`config.mk`:
```
export PLATFORM = sky130hd
export DESIGN_NAME = gpio_port
export DESIGN_NICKNAME = d
export VERILOG_FILES = /design/src/rtl/gpio_pkg.sv /design/src/rtl/gpio_cfg_regs.sv /design/src/rtl/gpio_pin_cell.sv /design/src/rtl/gpio_port.sv
export SDC_FILE = /design/constraint.sdc
export NUM_CORES = 1
export LEC_CHECK = 0
export ABC_AREA = 0
export CAP_MARGIN = 20
export CORE_AREA = 2 2 142 109
export DETAILED_ROUTE_END_ITERATION = 6
export DIE_AREA = 0 0 144 111
export PLACE_DENSITY = 0.89
export RECOVER_POWER = 50
export SYNTH_ARGS = -nofsm -noshare
export SYNTH_HDL_FRONTEND = slang
export SYNTH_SLANG_ARGS = --single-unit
```
`constraint.sdc`:
```
create_clock -name clk -period 2.76 [get_ports clk]
set_clock_uncertainty 0.15 [all_clocks]
set_input_delay 0.552 -clock clk [delete_from_list [all_inputs] [get_ports clk]]
set_output_delay 0.552 -clock clk [all_outputs]
set_load 0.02 [all_outputs]
```
`src/rtl/gpio_pkg.sv`:
```
package gpio_pkg;
  localparam int unsigned ADDR_W = 8;

  localparam logic [ADDR_W-1:0] OFS_DIR    = 8'h00;
  localparam logic [ADDR_W-1:0] OFS_STYLE  = 8'h04;
  localparam logic [ADDR_W-1:0] OFS_PULL   = 8'h0C;
  localparam logic [ADDR_W-1:0] OFS_LEVEL  = 8'h10;
  localparam logic [ADDR_W-1:0] OFS_OUT    = 8'h14;
  localparam logic [ADDR_W-1:0] OFS_SETCLR = 8'h18;
  localparam logic [ADDR_W-1:0] OFS_CLRONLY = 8'h28;

  typedef enum logic [1:0] {
    DIR_IN  = 2'd0,
    DIR_OUT = 2'd1,
    DIR_X2  = 2'd2,
    DIR_X3  = 2'd3
  } dir_code_e;

  typedef enum logic [1:0] {
    PULL_NONE = 2'd0,
    PULL_UP   = 2'd1,
    PULL_DOWN = 2'd2,
    PULL_RSV  = 2'd3
  } pull_code_e;
endpackage

```
`src/rtl/gpio_cfg_regs.sv`:
```
module gpio_cfg_regs
  import gpio_pkg::*;
#(
  parameter int unsigned NPINS     = 16,
  parameter logic [2*NPINS-1:0] RST_DIR   = '1,
  parameter logic [2*NPINS-1:0] RST_PULL  = '0,
  parameter logic [NPINS-1:0]   RST_STYLE = '0,
  parameter logic [NPINS-1:0]   RST_OUT   = '0
) (
  input  logic                 clk,
  input  logic                 rst,
  input  logic                 bus_wr,
  input  logic                 bus_rd,
  input  logic [ADDR_W-1:0]    bus_addr,
  input  logic [2*NPINS-1:0]   bus_wdata,
  output logic [2*NPINS-1:0]   bus_rdata,
  input  logic [NPINS-1:0]     lvl,
  output logic [2*NPINS-1:0]   dir_q,
  output logic [2*NPINS-1:0]   pull_q,
  output logic [NPINS-1:0]     style_q,
  output logic [NPINS-1:0]     out_q
);
  localparam int unsigned DW = 2*NPINS;

  logic [NPINS-1:0] set_bits, clr_bits;
  assign set_bits = bus_wdata[NPINS-1:0];
  assign clr_bits = bus_wdata[DW-1:NPINS];

  always_ff @(posedge clk) begin
    if (rst) begin
      dir_q   <= RST_DIR;
      pull_q  <= RST_PULL;
      style_q <= RST_STYLE;
      out_q   <= RST_OUT;
    end else if (bus_wr) begin
      unique case (bus_addr)
        OFS_DIR:     dir_q   <= bus_wdata;
        OFS_PULL:    pull_q  <= bus_wdata;
        OFS_STYLE:   style_q <= bus_wdata[NPINS-1:0];
        OFS_OUT:     out_q   <= bus_wdata[NPINS-1:0];
        OFS_SETCLR:  out_q   <= (out_q & ~clr_bits) | set_bits;
        OFS_CLRONLY: out_q   <= out_q & ~set_bits;
        default: ;
      endcase
    end
  end

  logic [DW-1:0] rd_mux;
  always_comb begin
    unique case (bus_addr)
      OFS_DIR:   rd_mux = dir_q;
      OFS_PULL:  rd_mux = pull_q;
      OFS_STYLE: rd_mux = {{NPINS{1'b0}}, style_q};
      OFS_OUT:   rd_mux = {{NPINS{1'b0}}, out_q};
      OFS_LEVEL: rd_mux = {{NPINS{1'b0}}, lvl};
      default:   rd_mux = '0;
    endcase
  end

  always_ff @(posedge clk) begin
    if (rst)         bus_rdata <= '0;
    else if (bus_rd) bus_rdata <= rd_mux;
  end

  p_set_wins_r3: assert property (@(posedge clk) disable iff (rst)
    (bus_wr && bus_addr == OFS_SETCLR) |=>
      ((out_q & $past(set_bits)) == $past(set_bits)));

  p_clear_only_r4: assert property (@(posedge clk) disable iff (rst)
    (bus_wr && bus_addr == OFS_CLRONLY) |=>
      ((out_q & $past(set_bits)) == '0 &&
       (out_q & ~$past(set_bits)) == ($past(out_q) & ~$past(set_bits))));

  p_level_ro_r11: assert property (@(posedge clk) disable iff (rst)
    (bus_wr && bus_addr == OFS_LEVEL) |=>
      ($stable(dir_q) && $stable(pull_q) && $stable(style_q) && $stable(out_q)));

  p_strobe_reads_zero_r1: assert property (@(posedge clk) disable iff (rst)
    (bus_rd && (bus_addr == OFS_SETCLR || bus_addr == OFS_CLRONLY)) |=>
      (bus_rdata == '0));
endmodule

```
`src/rtl/gpio_pin_cell.sv`:
```
module gpio_pin_cell
  import gpio_pkg::*;
#(
  parameter logic IDLE_LVL = 1'b0
) (
  input  logic       clk,
  input  logic       rst,
  input  logic [1:0] dir,
  input  logic [1:0] pull,
  input  logic       open_drain,
  input  logic       out_bit,
  input  logic       evt,
  input  logic       evt_lvl,
  output logic       lvl_q
);
  logic is_out, conn_q, drv_q, blocked, lvl_d;

  assign is_out = (dir_code_e'(dir) == DIR_OUT);
  // an outside drive cannot reach a push-pull output, nor raise an open-drain one
  assign blocked = is_out && (!open_drain || evt_lvl);

  always_ff @(posedge clk) begin
    if (rst) begin
      conn_q <= 1'b0;
      drv_q  <= 1'b0;
    end else if (evt) begin
      conn_q <= !blocked;
      drv_q  <= evt_lvl;
    end else if (is_out && (!open_drain || drv_q)) begin
      conn_q <= 1'b0;
    end
  end

  always_comb begin
    if (is_out) begin
      if (!open_drain) lvl_d = out_bit;
      else             lvl_d = out_bit & (!conn_q | drv_q);
    end else if (conn_q) begin
      lvl_d = drv_q;
    end else begin
      unique case (pull_code_e'(pull))
        PULL_UP:   lvl_d = 1'b1;
        PULL_DOWN: lvl_d = 1'b0;
        default:   lvl_d = IDLE_LVL;
      endcase
    end
  end

  always_ff @(posedge clk) begin
    if (rst) lvl_q <= 1'b0;
    else     lvl_q <= lvl_d;
  end

  p_push_pull_cuts_r8: assert property (@(posedge clk) disable iff (rst)
    (is_out && !open_drain && !evt) |=> !conn_q);

  p_od_low_wins_r9: assert property (@(posedge clk) disable iff (rst)
    (is_out && open_drain && conn_q && !drv_q) |=> !lvl_q);

  p_input_reconnects_r10: assert property (@(posedge clk) disable iff (rst)
    (evt && !is_out) |=> conn_q);

  p_input_follows_drive_r6: assert property (@(posedge clk) disable iff (rst)
    (!is_out && conn_q) |=> (lvl_q == $past(drv_q)));
endmodule

```
`src/rtl/gpio_port.sv`:
```
module gpio_port
  import gpio_pkg::*;
#(
  parameter int unsigned NPINS = 16,
  parameter logic [2*NPINS-1:0] RST_DIR   = 32'hFFFF_FEBF,
  parameter logic [2*NPINS-1:0] RST_PULL  = 32'h0000_0100,
  parameter logic [NPINS-1:0]   RST_STYLE = 16'h0000,
  parameter logic [NPINS-1:0]   RST_OUT   = 16'h0000,
  parameter logic [NPINS-1:0]   RST_IDLE  = 16'h0020
) (
  input  logic             clk,
  input  logic             rst,
  input  logic             bus_wr,
  input  logic             bus_rd,
  input  logic [7:0]       bus_addr,
  input  logic [31:0]      bus_wdata,
  output logic [31:0]      bus_rdata,
  input  logic [15:0]      ext_evt,
  input  logic [15:0]      ext_lvl,
  output logic [15:0]      pin_lvl
);
  localparam int unsigned DW = 2*NPINS;

  logic [DW-1:0]    dir_q, pull_q;
  logic [NPINS-1:0] style_q, out_q, lvl;

  gpio_cfg_regs #(
    .NPINS(NPINS), .RST_DIR(RST_DIR), .RST_PULL(RST_PULL),
    .RST_STYLE(RST_STYLE), .RST_OUT(RST_OUT)
  ) u_regs (
    .clk(clk), .rst(rst),
    .bus_wr(bus_wr), .bus_rd(bus_rd), .bus_addr(bus_addr),
    .bus_wdata(bus_wdata), .bus_rdata(bus_rdata),
    .lvl(lvl),
    .dir_q(dir_q), .pull_q(pull_q), .style_q(style_q), .out_q(out_q)
  );

  for (genvar i = 0; i < NPINS; i++) begin : g_pin
    gpio_pin_cell #(.IDLE_LVL(RST_IDLE[i])) u_cell (
      .clk(clk), .rst(rst),
      .dir(dir_q[2*i +: 2]),
      .pull(pull_q[2*i +: 2]),
      .open_drain(style_q[i]),
      .out_bit(out_q[i]),
      .evt(ext_evt[i]),
      .evt_lvl(ext_lvl[i]),
      .lvl_q(lvl[i])
    );
  end

  assign pin_lvl = lvl;
endmodule

```
# After elaboration in Yosys (flattened, before gate mapping)
# Cells that the tools add are included.
# classes
n_reduce_logical,134
muxes,98
bitwise,37
eq_ne,38
# ops
op,n
$pmux 32 s5,1
$mux 1,96
$eq 2x1->1 const B,31
$logic_not 1->1,48
$pmux 16 s3,1
$and 16x16->16,2
$logic_and 1x1->1,32
$logic_or 1x1->1,32
$not 16->16,2
$reduce_bool 2->1,16
$eq 8x5->1 const B,3
$and 1x1->1,16
$or 1x1->1,16
$or 16x16->16,1
$eq 8x3->1 const B,1
$eq 8x4->1 const B,1
$eq 8x6->1 const B,1
$logic_not 8->1,1
$reduce_and 2->1,4
$reduce_bool 3->1,1
$eq 2x2->1 const B,1
# word_totals
inputBits,76
ff_bits,176
wordCells,360

# Depth between registers and ports, before layout
# logic_depth
ltp_word,5
depth_mapped,7
ltp_nobuf,4

# Hierarchy
# A second synthesis with hierarchy kept.
# unflattened
hier_cells,866
area_unflattened_um2,7762.4
# by_module_without_submodules
mod,seq_area_each_um2,area_per_inst_um2,instances,cells_per_inst
gpio_cfg_regs,2562.5,5652.9,1,640
gpio_pin_cell at g_pin[0].u_cell ...,60.1,131.4,15,14
gpio_pin_cell at g_pin[5].u_cell,60.1,138.9,1,16

# Worst setup path after synthesis
# Ideal clock, no wire load.
# synth_path
path_kind,input to register
start,input bus_addr[3]
end,register u_regs.dir_q[0]
path_buffers,3
t_required_ns,2.488
stages,7
slack_ns,0.414
arrival_ns,2.074
path_cell_list,or4_1 -> buf_2 -> or4_1 -> buf_2 -> buf_6 -> nand2_1 -> nand3b_1
# synth_via
elab_chain_cells,2
# synth_lines
item,line_no,text
start: declaration,gpio_port.sv:15,"input logic [7:0] bus_addr,"
$logic_not 8->1,gpio_cfg_regs.sv:36,unique case (bus_addr)
$reduce_and 2->1 (no source line),n/a,
end signal: assignment,gpio_cfg_regs.sv:37,OFS_DIR: dir_q <= bus_wdata;
end: declaration,gpio_cfg_regs.sv:18,"output logic [2*NPINS-1:0] dir_q,"
# Every way passes these cells.
# A chain may end at the register's enable or synchronous reset.

# Worst setup path in the final report
# layout_path
start,input bus_addr[3]
end,register u_regs.style_q[13]
# layout_via
elab_chain_cells,2
# layout_lines
item,line_no,text
$eq 8x3->1,gpio_cfg_regs.sv:36,
$reduce_and 2->1 (no source line),n/a,
end signal: assignment,gpio_cfg_regs.sv:39,OFS_STYLE: style_q <= bus_wdata[NPINS-1:0];
end: declaration,gpio_cfg_regs.sv:20,"output logic [NPINS-1:0] style_q,"
# Every way passes these cells.

==> summary.txt <==
Outcome
  – Outcome: finished with violations
  – Failing checks: capacitance limit, slew limit

Synthesis
  – Synth unique cells: 43
  – Seq/Total Area, Yosys: 0.455
  – Syn_nets: about 990
  – Synth warn: 0
  – EDFF count, synth: 0
  – Post-synth ARST share: 0
  – Synthesized cell area: 0.00774 mm²
  – Syn_area_per_cell: 8.45 µm²
  – Cells after Synth: 916
  – Prevailing post-synth register cell: dfxtp_1
  – Flop and latch count out of synthesis: around 180

Timing
  – Endpoints failing hold: 0
  – Final Setup Violations: 0
  – Final setup margin: about 0.28 ns
  – Slew margin rel.: -0.292
  – Final Max Tran Viols: 43
  – Peak Freq: 403 MHz
  – Final TNS setup: 0 ns
  – Crit path time final: around 2.5 ns
  – Crit share post-route: 0.898
  – Least-Margin Pin Slew: 1.94 ns
  – RSZ-0062 raised after global routing: no

CTS
  – Post-CTS Hold Fix Bufs: 0
  – Post-CTS resize count: 0
  – Num CTS Buffers: 17
  – Max Buffers Root-to-Sink: 2
  – Clock Latency Late Sink: 0.43 ns
  – Root Buffer Master: clkbuf_16
  – CTS H-Tree Depth: 4
  – Post-CTS Setup Bufs: 0
  – Worst-path clk slew: 0.07 ns
  – CTS tree: built
  – Clock Sinks: 176

Detailed routing
  – DRC Markers: 0
  – Post-Route WL: 23,100 µm
  – Antenna viol nets, final: 0
  – DRT Pass-1 Iters: 6
  – Drt via density: 6.05
  – Post-detailed-route wirelength per cell: 18.7 µm
  – Via Count: between 7,000 and 8,000
  – Initial drt markers: 730

Critical path
  – Critical Path Sink Type: register
  – FF-to-FF Start: u_regs.out_q[15]
  – Crit path capture: u_regs.style_q[13]
  – Worst R2R End: u_regs.bus_rdata[15]
  – Cell Chain, Critical Path: clkdlybuf4s50_1 > or4b_4 > or4_1 > buf_4 > mux2i_1 > nor2_1
  – Crit Path Category: in2reg
  – Critical path fanouts, max: 11
  – CP Launch Type: input pin
  – Critical Path RT: 2.85 ns
  – Worst reg-to-reg setup slack: between 1 and 1.5 ns
  – Setup crit start: bus_addr[3]
  – Crit path largest cell delay: 0.58 ns
  – Slowest-stage cell, CP: or4b_4
  – R2R depth: 4
  – Worst EP arrival: 2.57 ns

Floorplan
  – Ports: 124
  – Starting density of the core: 0.523
  – Row cnt: 39
  – Die extent in y: 111 µm
  – Die Wd: 144 µm
  – Overall die area: about 0.016 mm²
  – Core Region: 0.0148 mm²

Layout
  – Layout cell share with drive strength beyond 1: 0.0841
  – Antenna diodes: 0
  – Final instance area: 0.00975 mm²
  – NumNets Final: 1,098
  – Area grow syn2layout: 26.0%
  – Final core occ: 0.659

Power and ir drop
  – Power Dens Cells: 555 mW/mm²
  – Power, Total: 5.41 mW
  – VDD IR-drop max: between 0.0004 and 0.0005 V
  – Leakage power: 3.97 nW

Placement
  – PortBufs: 123
  – RD Place Congestion: 0.965
  – Placed wire-length estimate: 16,100 µm
  – Post-Place Setup Slack: -0.0313 ns
  – Area post-placement: 0.00921 mm²

GRT
  – Vias in the first global route: 6,979
  – GR Util All Layers: 0.285
  – Initial antenna violation count: 0
  – GRT overflow: 0
  – Maximum number of pins on one net before global-route repair: 62
  – First-pass GRT wire length: approximately 36,000 µm

Worst hold path
  – Hold crit path type: reg2reg

Run
  – Total of max-cap violations: 1
-- routing by layer --
metal / track usage / part of all wire / routed length (µm)
met5: 0 / 0 / 0
met2: 0.435 / 0.44 / 10200
met4: 0.107 / 0.025 / 582
met3: 0.0579 / 0.12 / 2740
met1: 0.398 / 0.41 / 9590
-- cell type report --
type,count,area (µm²)
clock buffer,19,453
clock inverter,13,106
fill,1184,5030
inverter,16,60.1
multi-input combinational,649,3780
sequential,176,3520
tap,205,256
timing repair buffer,162,1570
-- layout by cell type (no fill, tap or decap), drive strengths merged, types with 2 or more instances in the layout --
cell type      count
a31oi              2
clkdlybuf4s50     68
inv               19
a32oi              2
nand3b            39
or4                3
clkbuf            23
a211oi            18
o22ai             33
clkinv             5
nor4               4
nand3              2
o31ai             11
a22oi             16
nand2b            21
nand2            161
and3              17
a221o             16
mux2i             45
a21oi             70
o21ai             32
buf               36
dlygate4sd3       54
nor2b              3
mux2              12
nor2              74
nor3              38
dfxtp            176
nor3b             16
a2111oi            2
clkinvlp           5
or4b               3
-- cells in the mapped netlist (3+ instances only) --
| master | instances | area [µm²] |
|---|---|---|
| mux2_2 | 12 | 135 |
| nand2b_1 | 21 | 131 |
| mux2i_1 | 45 | 450 |
| a22oi_1 | 16 | 120 |
| nor2b_1 | 3 | 18.8 |
| buf_4 | 16 | 120 |
| a221o_1 | 16 | 160 |
| and3_1 | 17 | 106 |
| buf_6 | 4 | 45.0 |
| or4_1 | 3 | 22.5 |
| nor2_1 | 74 | 278 |
| clkbuf_1 | 31 | 116 |
| buf_1 | 8 | 30.0 |
| o22ai_1 | 33 | 206 |
| a211oi_1 | 18 | 135 |
| nand2_1 | 161 | 604 |
| a21oi_1 | 70 | 350 |
| inv_1 | 16 | 60.1 |
| nor4_1 | 3 | 18.8 |
| nor3_1 | 38 | 190 |
| o21ai_0 | 32 | 160 |
| buf_2 | 16 | 80.1 |
| nand3b_1 | 39 | 293 |
| dfxtp_1 | 176 | 3520 |
| nor3b_1 | 16 | 120 |
| o31ai_1 | 11 | 82.6 |
-- power breakdown --
part | total [mW] | leakage [nW] | internal (mW) | switching, mW
clock | 2.27 | 0.260 | 1.21 | 1.06
sequential | 2.64 | 1.43 | 2.60 | 0.0437
combinational | 0.501 | 2.28 | 0.237 | 0.263
-- registers in the layout, indices dropped and copies added, names as in the netlist --
| register | cells |
|---|---|
| u_regs.dir_q | 32 |
| u_regs.style_q | 16 |
| u_regs.pull_q | 32 |
| g_pin.u_cell.lvl_q | 16 |
| u_regs.out_q | 16 |
| g_pin.u_cell.drv_q | 16 |
| g_pin.u_cell.conn_q | 16 |
| u_regs.bus_rdata | 32 |
-- logic make-up (layout without fill, tap and decap cells) --
kind of cell,count (synthesis),count (layout),synth area share
compound gates,204,204,0.165
xor+xnor,2,2,0.00226
buf+inv,91,210,0.0584
flops,176,176,0.455
mux,57,57,0.0757
simple gates,386,386,0.243
-- critical path: cells and delay by family --
family / cells / cell delay (ns)
and+or+nand+nor: 3 / 1.10
buffers and inverters: 2 / 0.71
muxes: 1 / 0.20
-- per-stage QoR --
step,cells,hold slack [ns]
5_1_grt,1240,0.333
3_5_place_dp,1208,0.291
6_report,1240,0.298
3_3_place_gp,1207,0.287
2_1_floorplan,916,0.291
4_1_cts,1240,0.306
-- worst min-delay path by stage --
stage | startpoint | to | slack [ns] | depth (start not counted)
after floorplan | u_regs.pull_q[11] | u_regs.pull_q[11] | 0.29 | 2
after global placement | u_regs.bus_rdata[30] | u_regs.bus_rdata[30] | 0.29 | 2
after detailed placement | u_regs.bus_rdata[19] | u_regs.bus_rdata[19] | 0.29 | 2
after CTS | u_regs.bus_rdata[19] | u_regs.bus_rdata[19] | 0.31 | 2
after global routing | u_regs.bus_rdata[17] | u_regs.bus_rdata[17] | 0.33 | 2
final | u_regs.bus_rdata[19] | u_regs.bus_rdata[19] | 0.30 | 2
No activity file was read; power rests on OpenSTA's default activity.
